<file path="config.mk">
export PLATFORM = sky130hd
export DESIGN_NAME = dkc_regfile
export DESIGN_NICKNAME = d
export VERILOG_FILES = /design/src/rtl/dkc_pkg.sv /design/src/rtl/dkc_bus_merge.sv /design/src/rtl/dkc_status.sv /design/src/rtl/dkc_irq.sv /design/src/rtl/dkc_regfile.sv
export SDC_FILE = /design/constraint.sdc
export NUM_CORES = 1
export LEC_CHECK = 0
export ABC_AREA = 1
export CAP_MARGIN = 20
export CORE_MARGIN = 4
export CORE_UTILIZATION = 46
export DETAILED_ROUTE_END_ITERATION = 7
export GPL_TIMING_DRIVEN = 1
export PLACE_DENSITY = 0.81
export SYNTH_ARGS = -nofsm -noshare
export SYNTH_HDL_FRONTEND = slang
export SYNTH_SLANG_ARGS = --single-unit
export TNS_END_PERCENT = 100
</file>
<file path="constraint.sdc">
create_clock -name clk -period 2.5 [get_ports clk]
set_input_delay 0.375 -clock clk [delete_from_list [all_inputs] [get_ports clk]]
set_output_delay 0.375 -clock clk [all_outputs]
set_load 0.02 [all_outputs]
</file>
<file path="src/rtl/dkc_pkg.sv">
package dkc_pkg;
  localparam int REG_W  = 16;
  localparam int HALF_W = REG_W / 2;
  localparam int NREG   = 8;
  localparam int SEL_W  = $clog2(NREG);
  localparam int MEX_W  = 2;
  localparam int EXT_W  = 6;
  localparam int NFLAG  = 4;
  localparam int NDERR  = 6;
  localparam int MA_W   = REG_W + MEX_W;
  localparam int DA_W   = REG_W + EXT_W;

  typedef enum logic [SEL_W-1:0] {
    RI_CS, RI_WC, RI_MA, RI_DA, RI_DAE, RI_DBR, RI_MNT, RI_POS
  } reg_idx_t;

  localparam int CS_ERR  = 15;
  localparam int CS_FRZ  = 14;
  localparam int CS_NED  = 11;
  localparam int CS_CLR  = 8;
  localparam int CS_DONE = 7;
  localparam int CS_IE   = 6;
  localparam int CS_MEXL = 4;
  localparam int CS_FNL  = 1;
  localparam int CS_GO   = 0;
  localparam int DAE_ERRL = 10;
  localparam int DAE_INH  = 8;

  localparam logic [REG_W-1:0] DAE_WMASK = 16'o000677;
  localparam logic [REG_W-1:0] DAE_RMASK = 16'o176677;
endpackage

</file>
<file path="src/rtl/dkc_bus_merge.sv">
module dkc_bus_merge
  import dkc_pkg::*;
(
  input  logic             sel,
  input  logic             wr,
  input  logic             byte_wr,
  input  logic [3:0]       addr,
  input  logic [REG_W-1:0] wdata,
  input  logic [REG_W-1:0] cur,
  output logic [NREG-1:0]  we,
  output logic [REG_W-1:0] mval
);
  logic [SEL_W-1:0] idx;
  assign idx = addr[SEL_W:1];

  for (genvar i = 0; i < NREG; i++) begin : g_dec
    if (i == int'(RI_POS)) begin : g_ro
      assign we[i] = 1'b0;
    end else begin : g_rw
      assign we[i] = sel && wr && (idx == SEL_W'(i));
    end
  end

  always_comb begin
    if (!byte_wr)
      mval = wdata;
    else if (addr[0])
      mval = {wdata[REG_W-1:HALF_W], cur[HALF_W-1:0]};
    else
      mval = {cur[REG_W-1:HALF_W], wdata[HALF_W-1:0]};
  end
endmodule

</file>
<file path="src/rtl/dkc_status.sv">
module dkc_status
  import dkc_pkg::*;
#(
  parameter int CAP_W = 23
) (
  input  logic [NFLAG-1:0] flags,
  input  logic [NDERR-1:0] dae_err,
  input  logic [DA_W-1:0]  full_da,
  input  logic [CAP_W-1:0] cap,
  output logic             frz,
  output logic             ned,
  output logic             err
);
  localparam int CMP_W = (CAP_W > DA_W) ? CAP_W : DA_W;

  logic [CMP_W-1:0] da_x, cap_x;
  assign da_x  = CMP_W'(full_da);
  assign cap_x = CMP_W'(cap);

  assign frz = |dae_err;
  assign ned = (da_x >= cap_x);
  assign err = frz | ned | (|flags);
endmodule

</file>
<file path="src/rtl/dkc_irq.sv">
module dkc_irq (
  input  logic clk,
  input  logic rst_n,
  input  logic clr,
  input  logic ie_q,
  input  logic ie_wr,
  input  logic ie_new,
  input  logic done_q,
  input  logic done_set,
  input  logic ack,
  output logic irq
);
  logic rise_done, rise_ie;
  assign rise_done = ie_q && done_set && !done_q;
  assign rise_ie   = ie_wr && ie_new && !ie_q && done_q;

  always_ff @(posedge clk or negedge rst_n) begin
    if (!rst_n)                  irq <= 1'b0;
    else if (clr)                irq <= 1'b0;
    else if (ie_wr && !ie_new)   irq <= 1'b0;
    else if (rise_done || rise_ie) irq <= 1'b1;
    else if (ack)                irq <= 1'b0;
  end
endmodule

</file>
<file path="src/rtl/dkc_regfile.sv">
module dkc_regfile
  import dkc_pkg::*;
#(
  parameter int CAP_W = 23
) (
  input  logic             clk,
  input  logic             rst_n,
  input  logic             bus_sel,
  input  logic             bus_wr,
  input  logic             bus_byte,
  input  logic [3:0]       bus_addr,
  input  logic [REG_W-1:0] bus_wdata,
  output logic [REG_W-1:0] bus_rdata,
  input  logic             eng_upd,
  input  logic [REG_W-1:0] eng_wc,
  input  logic [MA_W-1:0]  eng_ma,
  input  logic [DA_W-1:0]  eng_da,
  input  logic             eng_dbr_we,
  input  logic [REG_W-1:0] eng_dbr,
  input  logic             eng_done,
  input  logic [NFLAG-1:0] eng_cs_err,
  input  logic [NDERR-1:0] eng_dae_err,
  input  logic             irq_ack,
  input  logic [REG_W-1:0] rot_pos,
  input  logic [CAP_W-1:0] cap_words,
  output logic [MA_W-1:0]  mem_addr,
  output logic [DA_W-1:0]  disk_addr,
  output logic [REG_W-1:0] word_cnt,
  output logic             addr_inh,
  output logic [1:0]       func_code,
  output logic             start_pulse,
  output logic             abort_pulse,
  output logic             irq
);
  localparam int ERRH = DAE_ERRL + NDERR - 1;

  logic             ie_q, done_q, start_q, abort_q;
  logic [MEX_W-1:0] mex_q;
  logic [1:0]       func_q;
  logic [NFLAG-1:0] fl_q;
  logic [REG_W-1:0] wc_q, cma_q, da_q, dae_q, dbr_q, mnt_q;

  logic [REG_W-1:0] rd_vec [NREG];
  logic [REG_W-1:0] cur, mval, cs_rd;
  logic [NREG-1:0]  we;
  logic             st_frz, st_ned, st_err;
  logic             soft_clr, go;

  // read side
  assign cs_rd = {st_err, st_frz, fl_q[3], fl_q[2], st_ned, fl_q[1], fl_q[0],
                  1'b0, done_q, ie_q, mex_q, 1'b0, func_q, 1'b0};
  always_comb begin
    rd_vec[RI_CS]  = cs_rd;
    rd_vec[RI_WC]  = wc_q;
    rd_vec[RI_MA]  = cma_q;
    rd_vec[RI_DA]  = da_q;
    rd_vec[RI_DAE] = dae_q & DAE_RMASK;
    rd_vec[RI_DBR] = dbr_q;
    rd_vec[RI_MNT] = mnt_q;
    rd_vec[RI_POS] = rot_pos;
  end
  assign cur       = rd_vec[bus_addr[SEL_W:1]];
  assign bus_rdata = cur;

  dkc_bus_merge u_merge (
    .sel(bus_sel), .wr(bus_wr), .byte_wr(bus_byte), .addr(bus_addr),
    .wdata(bus_wdata), .cur(cur), .we(we), .mval(mval)
  );

  dkc_status #(.CAP_W(CAP_W)) u_status (
    .flags(fl_q), .dae_err(dae_q[ERRH:DAE_ERRL]),
    .full_da({dae_q[EXT_W-1:0], da_q}), .cap(cap_words),
    .frz(st_frz), .ned(st_ned), .err(st_err)
  );

  assign soft_clr = we[RI_CS] && mval[CS_CLR];
  assign go       = mval[CS_GO] && done_q && (mval[CS_FNL+1:CS_FNL] != 2'd0);

  always_ff @(posedge clk or negedge rst_n) begin
    if (!rst_n) begin
      ie_q <= 1'b0; done_q <= 1'b1; start_q <= 1'b0; abort_q <= 1'b0;
      mex_q <= '0; func_q <= '0; fl_q <= '0;
      wc_q <= '0; cma_q <= '0; da_q <= '0; dae_q <= '0; dbr_q <= '0; mnt_q <= '0;
    end else if (soft_clr) begin
      ie_q <= 1'b0; done_q <= 1'b1; start_q <= 1'b0; abort_q <= 1'b1;
      mex_q <= '0; func_q <= '0; fl_q <= '0;
      wc_q <= '0; cma_q <= '0; da_q <= '0; dae_q <= '0; dbr_q <= '0; mnt_q <= '0;
    end else begin
      start_q <= 1'b0;
      abort_q <= 1'b0;
      // engine side
      if (eng_done) done_q <= 1'b1;
      fl_q <= fl_q | eng_cs_err;
      dae_q[ERRH:DAE_ERRL] <= dae_q[ERRH:DAE_ERRL] | eng_dae_err;
      if (eng_upd) begin
        wc_q  <= eng_wc;
        cma_q <= {eng_ma[REG_W-1:1], 1'b0};
        mex_q <= eng_ma[MA_W-1:REG_W];
        da_q  <= eng_da[REG_W-1:0];
        dae_q[EXT_W-1:0] <= eng_da[DA_W-1:REG_W];
      end
      if (eng_dbr_we) dbr_q <= eng_dbr;
      // bus side wins over the engine
      if (we[RI_CS]) begin
        ie_q   <= mval[CS_IE];
        mex_q  <= mval[CS_MEXL+MEX_W-1:CS_MEXL];
        func_q <= mval[CS_FNL+1:CS_FNL];
        if (go) begin
          start_q <= 1'b1;
          done_q  <= 1'b0;
          fl_q    <= '0;
        end
      end
      if (we[RI_WC])  wc_q  <= mval;
      if (we[RI_MA])  cma_q <= {mval[REG_W-1:1], 1'b0};
      if (we[RI_DA])  da_q  <= mval;
      if (we[RI_DAE])
        dae_q[DAE_ERRL-1:0] <= (dae_q[DAE_ERRL-1:0] & ~DAE_WMASK[DAE_ERRL-1:0]) |
                               (mval[DAE_ERRL-1:0] & DAE_WMASK[DAE_ERRL-1:0]);
      if (we[RI_DBR]) dbr_q <= mval;
      if (we[RI_MNT]) mnt_q <= mval;
    end
  end

  dkc_irq u_irq (
    .clk(clk), .rst_n(rst_n), .clr(soft_clr), .ie_q(ie_q),
    .ie_wr(we[RI_CS] && !soft_clr), .ie_new(mval[CS_IE]),
    .done_q(done_q), .done_set(eng_done), .ack(irq_ack), .irq(irq)
  );

  assign mem_addr    = {mex_q, cma_q};
  assign disk_addr   = {dae_q[EXT_W-1:0], da_q};
  assign word_cnt    = wc_q;
  assign addr_inh    = dae_q[DAE_INH];
  assign func_code   = func_q;
  assign start_pulse = start_q;
  assign abort_pulse = abort_q;
endmodule

</file>
Word-level counts from Yosys, hierarchy flattened

Index checks and enable logic that the tools add are counted.
W data, S select, Z words.

Flip-flop bits (word level): 109
Logic and storage cells: 111
Output and inout port bits: 78

Bitwise logic cells: 6
Reduce and logical (&&, ||, !) cells: 37
Order comparisons: 2
Muxes and demuxes: 44
Eq/ne operators: 6

Operators with widths:

| cell                 | count |
|---|---|
| $mux W16             | 19 |
| $bmux W16 S3         | 1 |
| $ge A22 B23 Y1       | 1 |
| $logic_and A1 B1 Y1  | 18 |
| $reduce_bool A3 Y1   | 6 |
| $mux W1              | 14 |
| $mux W4              | 3 |
| $mux W10             | 1 |
| $mux W2              | 5 |
| $or A10 B9 Y10       | 1 |
| $eq A3 B3 Y1 const B | 3 |
| $reduce_bool A2 Y1   | 4 |
| $eq A3 B2 Y1 const B | 2 |
| $mux W6              | 1 |
| $or A6 B6 Y6         | 1 |
| $reduce_or A6 Y1     | 1 |
| $ge A4 B4 Y1 const B | 1 |
| $logic_not A1 Y1     | 4 |
| $not A3 Y4           | 1 |
| $or A4 B4 Y4         | 1 |
| $reduce_bool A4 Y1   | 1 |
| $reduce_or A4 Y1     | 1 |
| $eq A3 B1 Y1 const B | 1 |
| $logic_not A3 Y1     | 1 |
| other kinds (2)      | 3 |

Logic depth before layout (Yosys ltp)

Depth after elaboration: 18
Gate-level depth with buffers: 18

Cells and area by module

A second synthesis with hierarchy kept.

Cells, all modules: 1,151
Area, all modules: 7,554.7 um^2

Modules (own cells, without submodules):

| module        | times used | cells each | area each (um^2) |
|---|---|---|---|
| dkc_regfile   | 1          | 936        | 6,401.1 |
| dkc_status    | 1          | 131        | 729.4 |
| dkc_bus_merge | 1          | 72         | 352.8 |
| dkc_irq       | 1          | 12         | 71.3 |

Worst setup path after synthesis

OpenSTA, ideal clock, no wires.

Path type: reg-to-output
Start point: register da_q[14]
End point: output port bus_rdata[15]
Required time: 2,125 ps
Data arrival time: 1,554 ps
Stages on the path, launching flop included: 12
Path slack: 571 ps
Path through: dfrtp_1 ha_1 nand2_1 nor2_1 nand2_1 nor2_1 nand2_1 nand4_1 nand2_1 nand2_1 nand2_1 inv_1

Cells in the longest elaborated chain, start to end: 6

Ends and longest elaborated chain:

| what                                         | line               | RTL |
|---|---|---|
| from (decl)                                  | dkc_regfile.sv:41  | `logic [REG_W-1:0] wc_q, cma_q, da_q, dae_q, dbr_q, mnt_q;` |
| from (signal assigned)                       | dkc_regfile.sv:99  | `da_q <= eng_da[REG_W-1:0];` |
| from (signal assigned)                       | dkc_regfile.sv:116 | `if (we[RI_DA]) da_q <= mval;` |
| $ge A22 B23 Y1                               | dkc_status.sv:21   | `assign ned = (da_x >= cap_x);` |
| $or A1 B1 Y1 (2 in series)                   | dkc_status.sv:22   | `assign err = frz \| ned \| (\|flags);` |
| $bmux W16 S3                                 | dkc_regfile.sv:62  | `assign cur = rd_vec[bus_addr[SEL_W:1]];` |
| $mux W16 (not written as such) (2 in series) | dkc_regfile.sv:62  |  |
| to (decl)                                    | dkc_regfile.sv:13  | `output logic [REG_W-1:0] bus_rdata,` |

Every way passes these cells. The select of a mux whose other input is x is not followed.

Worst setup path in the final report

Start point: register da_q[9]
End point: output port bus_rdata[15]

Same word-level chain as after synthesis.

==> flow_metrics.tcl <==
set metrics [dict create \
    outcome "finished with violations" \
    failed_checks "setup timing" \
    die-area_um2 16400 \
    use_met1 0.441 \
    finalInstanceArea_um2 10600 \
    worst-slew-pin-transition_ps 726 \
    cts_tree "yes" \
    setup_viol_count_final 1 \
    fp.dieW_um 128 \
    globalplace.congestion 0.968 \
    cap_viol_max_count 0 \
    design.core.area_um2 14000 \
    final_core_utilization 0.758 \
    first_pass_iters 6 \
    initial_utilization 0.474 \
    slew_headroom 0.516 \
    postPlaceCellArea_um2 9880 \
    seqCellArea_um2 2650 \
    criticalPathCategory "reg -> out" \
    hpwlAfterDp_mm 21.9 \
    std_cell_rows 43 \
    synth_async_sr_flop_share 1.00 \
    drc 0 \
    busiest_layer "met2" \
    max_freq_ghz 0.385 \
    worst-r2r-cell-count 14 \
    grt_first_pass_wirelength_mm 42.9 \
    num_io_pins 228 \
    period_share 1.04 \
    largest_fanout_on_the_critical_path 2 \
    grtUsageMet3 0.0733 \
    fin_crit_ps 2600 \
    post-synth-top-area-fraction 0.396 \
    synthCells 960 \
    worst_setup_path_end_kind "output port" \
    worst_skew_pair.late_latency_ps 360 \
    reg2reg_end "mnt_q[15]$_DFFE_PN0P_" \
    clkTransAtPathRegs_ps 80 \
    clock_tree.root_cell "clkbuf_16" \
    p_per_area_nw_per_um2 534 \
    drv_slew 0 \
    holdCritPathClass "in -> async" \
    holdBufCountCts 0 \
    layout-drive-gt1-share 0.186 \
    detail_route.wirelength_mm 29.0 \
    synthesis_warning_total 0 \
    clock_tree.htree_level_count 3 \
    postSynthNetCount 1132 \
    antenna_found_initial 0 \
    wl_per_cell_um 19.8 \
    final_antenna_net_count 0 \
    dieHeight_um 128 \
    timing.critical_path.required_ps 2120 \
    drt_iter0_markers 1067 \
    diode_insertion_count_for_antenna_repair 0 \
    average_cell_area_after_synthesis_um2 6.91 \
    r2r_slack_ps 120 \
    yosys.cell_count.top_type "nand2_1" \
    unrepaired_setup_endpoints_after_global_routing "yes" \
    number_of_enable_flip_flop_cells_after_synthesis 0 \
    critical_path.startpoint_type "flop" \
    synth.cells.most_frequent "372 x nand2_1, 105 x dfrtp_1, 103 x o21ai_0" \
    finalWorstSetupSlack_ps -97.7 \
    synth_top_cell_by_area "dfrtp_1" \
    synth_seq_cells 106 \
    grt_start_max_net_pins 54 \
    numCtsBuffers 9 \
    synth-main-ff-cell "dfrtp_1" \
    finalHoldViolations 0 \
    io_buffers 225 \
    gr-usage-met2 0.559 \
    fin_nets 1449 \
    syn2layout_area_growth_pct 59.9 \
    multi_input_area_um2 3700 \
    ir_worst_vdd_mv 0.400 \
    route.detailed.vias_per_inst 5.57 \
    grt_remaining_overflow 0 \
    fill_cells 1037 \
    startpoint_of_the_worst_slack_reg_to_reg_timing_path "da_q[9]$_DFFE_PN0P_" \
    static-leakage-power_nw 5.24 \
    cts_num_sinks 106 \
    worst_clock_skew_ps 12.0 \
    post-place-ws_ps -682 \
    clock_tree.buffer_depth 2 \
    synth.cell_area_um2 6630 \
    grt_util_all_layers 0.343 \
    arrival_ps 2220 \
    yosysSeqAreaShare 0.400 \
    route.vias.total 8150 \
    yosysUniqueCellTypes 38 \
    first_global_vias 7788 \
    netlist_top_cells_area "dfrtp_1 40%, nand2_1 21%, o21ai_0 7.8%" \
]
==> cell usage in the layout, fill, tap and decap left out, drive strengths merged <==
cell           instances
nor3                   3
a22oi                 28
conb                   1
a21oi                 17
dlymetal6s2s           7
o22ai                 13
ha                    22
nand4                  9
a211oi                 1
clkdlybuf4s15          6
o221ai                 2
clkdlybuf4s50        186
nand3b                 1
bufinv                 2
inv                  113
nor3b                  1
dlygate4sd2           22
o21a                   4
clkinv                 1
or2                    3
o31ai                  2
a221oi                 1
dfrtp                105
buf                  124
nand2                374
nand3                 19
a32oi                  1
o2111ai                1
nor2                  73
a21o                   2
dfstp                  1
o21ai                127
clkbuf                10
==> worst max-delay path: stages (launching register included) <==
cell and delay, ps:
dfrtp_1 430, ha_4 300, nand2_4 60, nor2_4 130
nand4_1 150, nor2_2 140, nor2_2 50, nand4_1 180
nand2_1 80, nand2_1 80, nand2_2 80, inv_2 60
buf_6 100
==> area by class of cell <==
type | count | area share
clock inverter | 7 | 0.0100
inverter | 109 | 0.0388
timing repair buffer | 346 | 0.309
multi-input combinational | 705 | 0.349
sequential | 106 | 0.250
tap | 180 | 0.0212
clock buffer | 9 | 0.0212
==> kinds of logic after synthesis <==
| logic type | synth area share |
|---|---|
| AOI/OAI and AO/OA | 0.173 |
| adders and majority gates | 0.0415 |
| buffers and inverters | 0.0936 |
| DFF | 0.400 |
| other | 0.000565 |
| and+or+nand+nor | 0.291 |
==> flip-flops by register name, summed over array words and instances, names as in the netlist <==
name,count
abort_pulse,1
cma_q,15
da_q,16
dae_q,14
dbr_q,16
done_q,1
fl_q,4
func_code,2
ie_q,1
mex_q,2
mnt_q,16
start_pulse,1
u_irq.irq,1
word_cnt,16
==> power by group <==
part / leakage [nW] / total (mW) / internal, mW / switching, mW
combinational: 3.80 / 1.96 / 0.923 / 1.03
sequential: 1.28 / 2.09 / 1.92 / 0.171
clock: 0.163 / 1.62 / 0.899 / 0.723
==> repair_timing <==
action,4_1_cts,5_1_grt
setup buffers,3,3
endpoints found under the setup margin,17,4
resized for setup,104,29
pin swaps,39,22
==> worst max path at each step <==
stage / startpoint / end / slack [ps]
finish: da_q[9]$_DFFE_PN0P_ / bus_rdata[15] / -100
global route: da_q[7]$_DFFE_PN0P_ / bus_rdata[15] / -200
CTS: cap_words[6] / bus_rdata[15] / -40
detailed placement: cap_words[21] / bus_rdata[15] / -680
global placement: cap_words[21] / bus_rdata[15] / -640
floorplan: da_q[14]$_DFFE_PN0P_ / bus_rdata[15] / 570
==> per-stage QoR <==
stage               hold WS [ps]  power [mW]  TNS [ps]  std cells
CTS                         80.8        5.55     -44.7       1459
floorplan                   79.4        2.86         0        960
detailed placement           461        3.90    -28560       1440
global route                 103        5.88      -356       1462
finish                      46.2        5.67     -97.7       1462
global placement             459        3.86    -28430       1440
==> per-layer routing <==
metal / up-vias / part of all wire / wire, um
li1: 3711 / - / -
met1: 3780 / 0.37 / 10800
met5: - / 0 / 0
met4: 0 / 0.047 / 1370
met3: 108 / 0.11 / 3320
met2: 551 / 0.47 / 13600
Note: power is estimated with default switching activity, not from simulation.
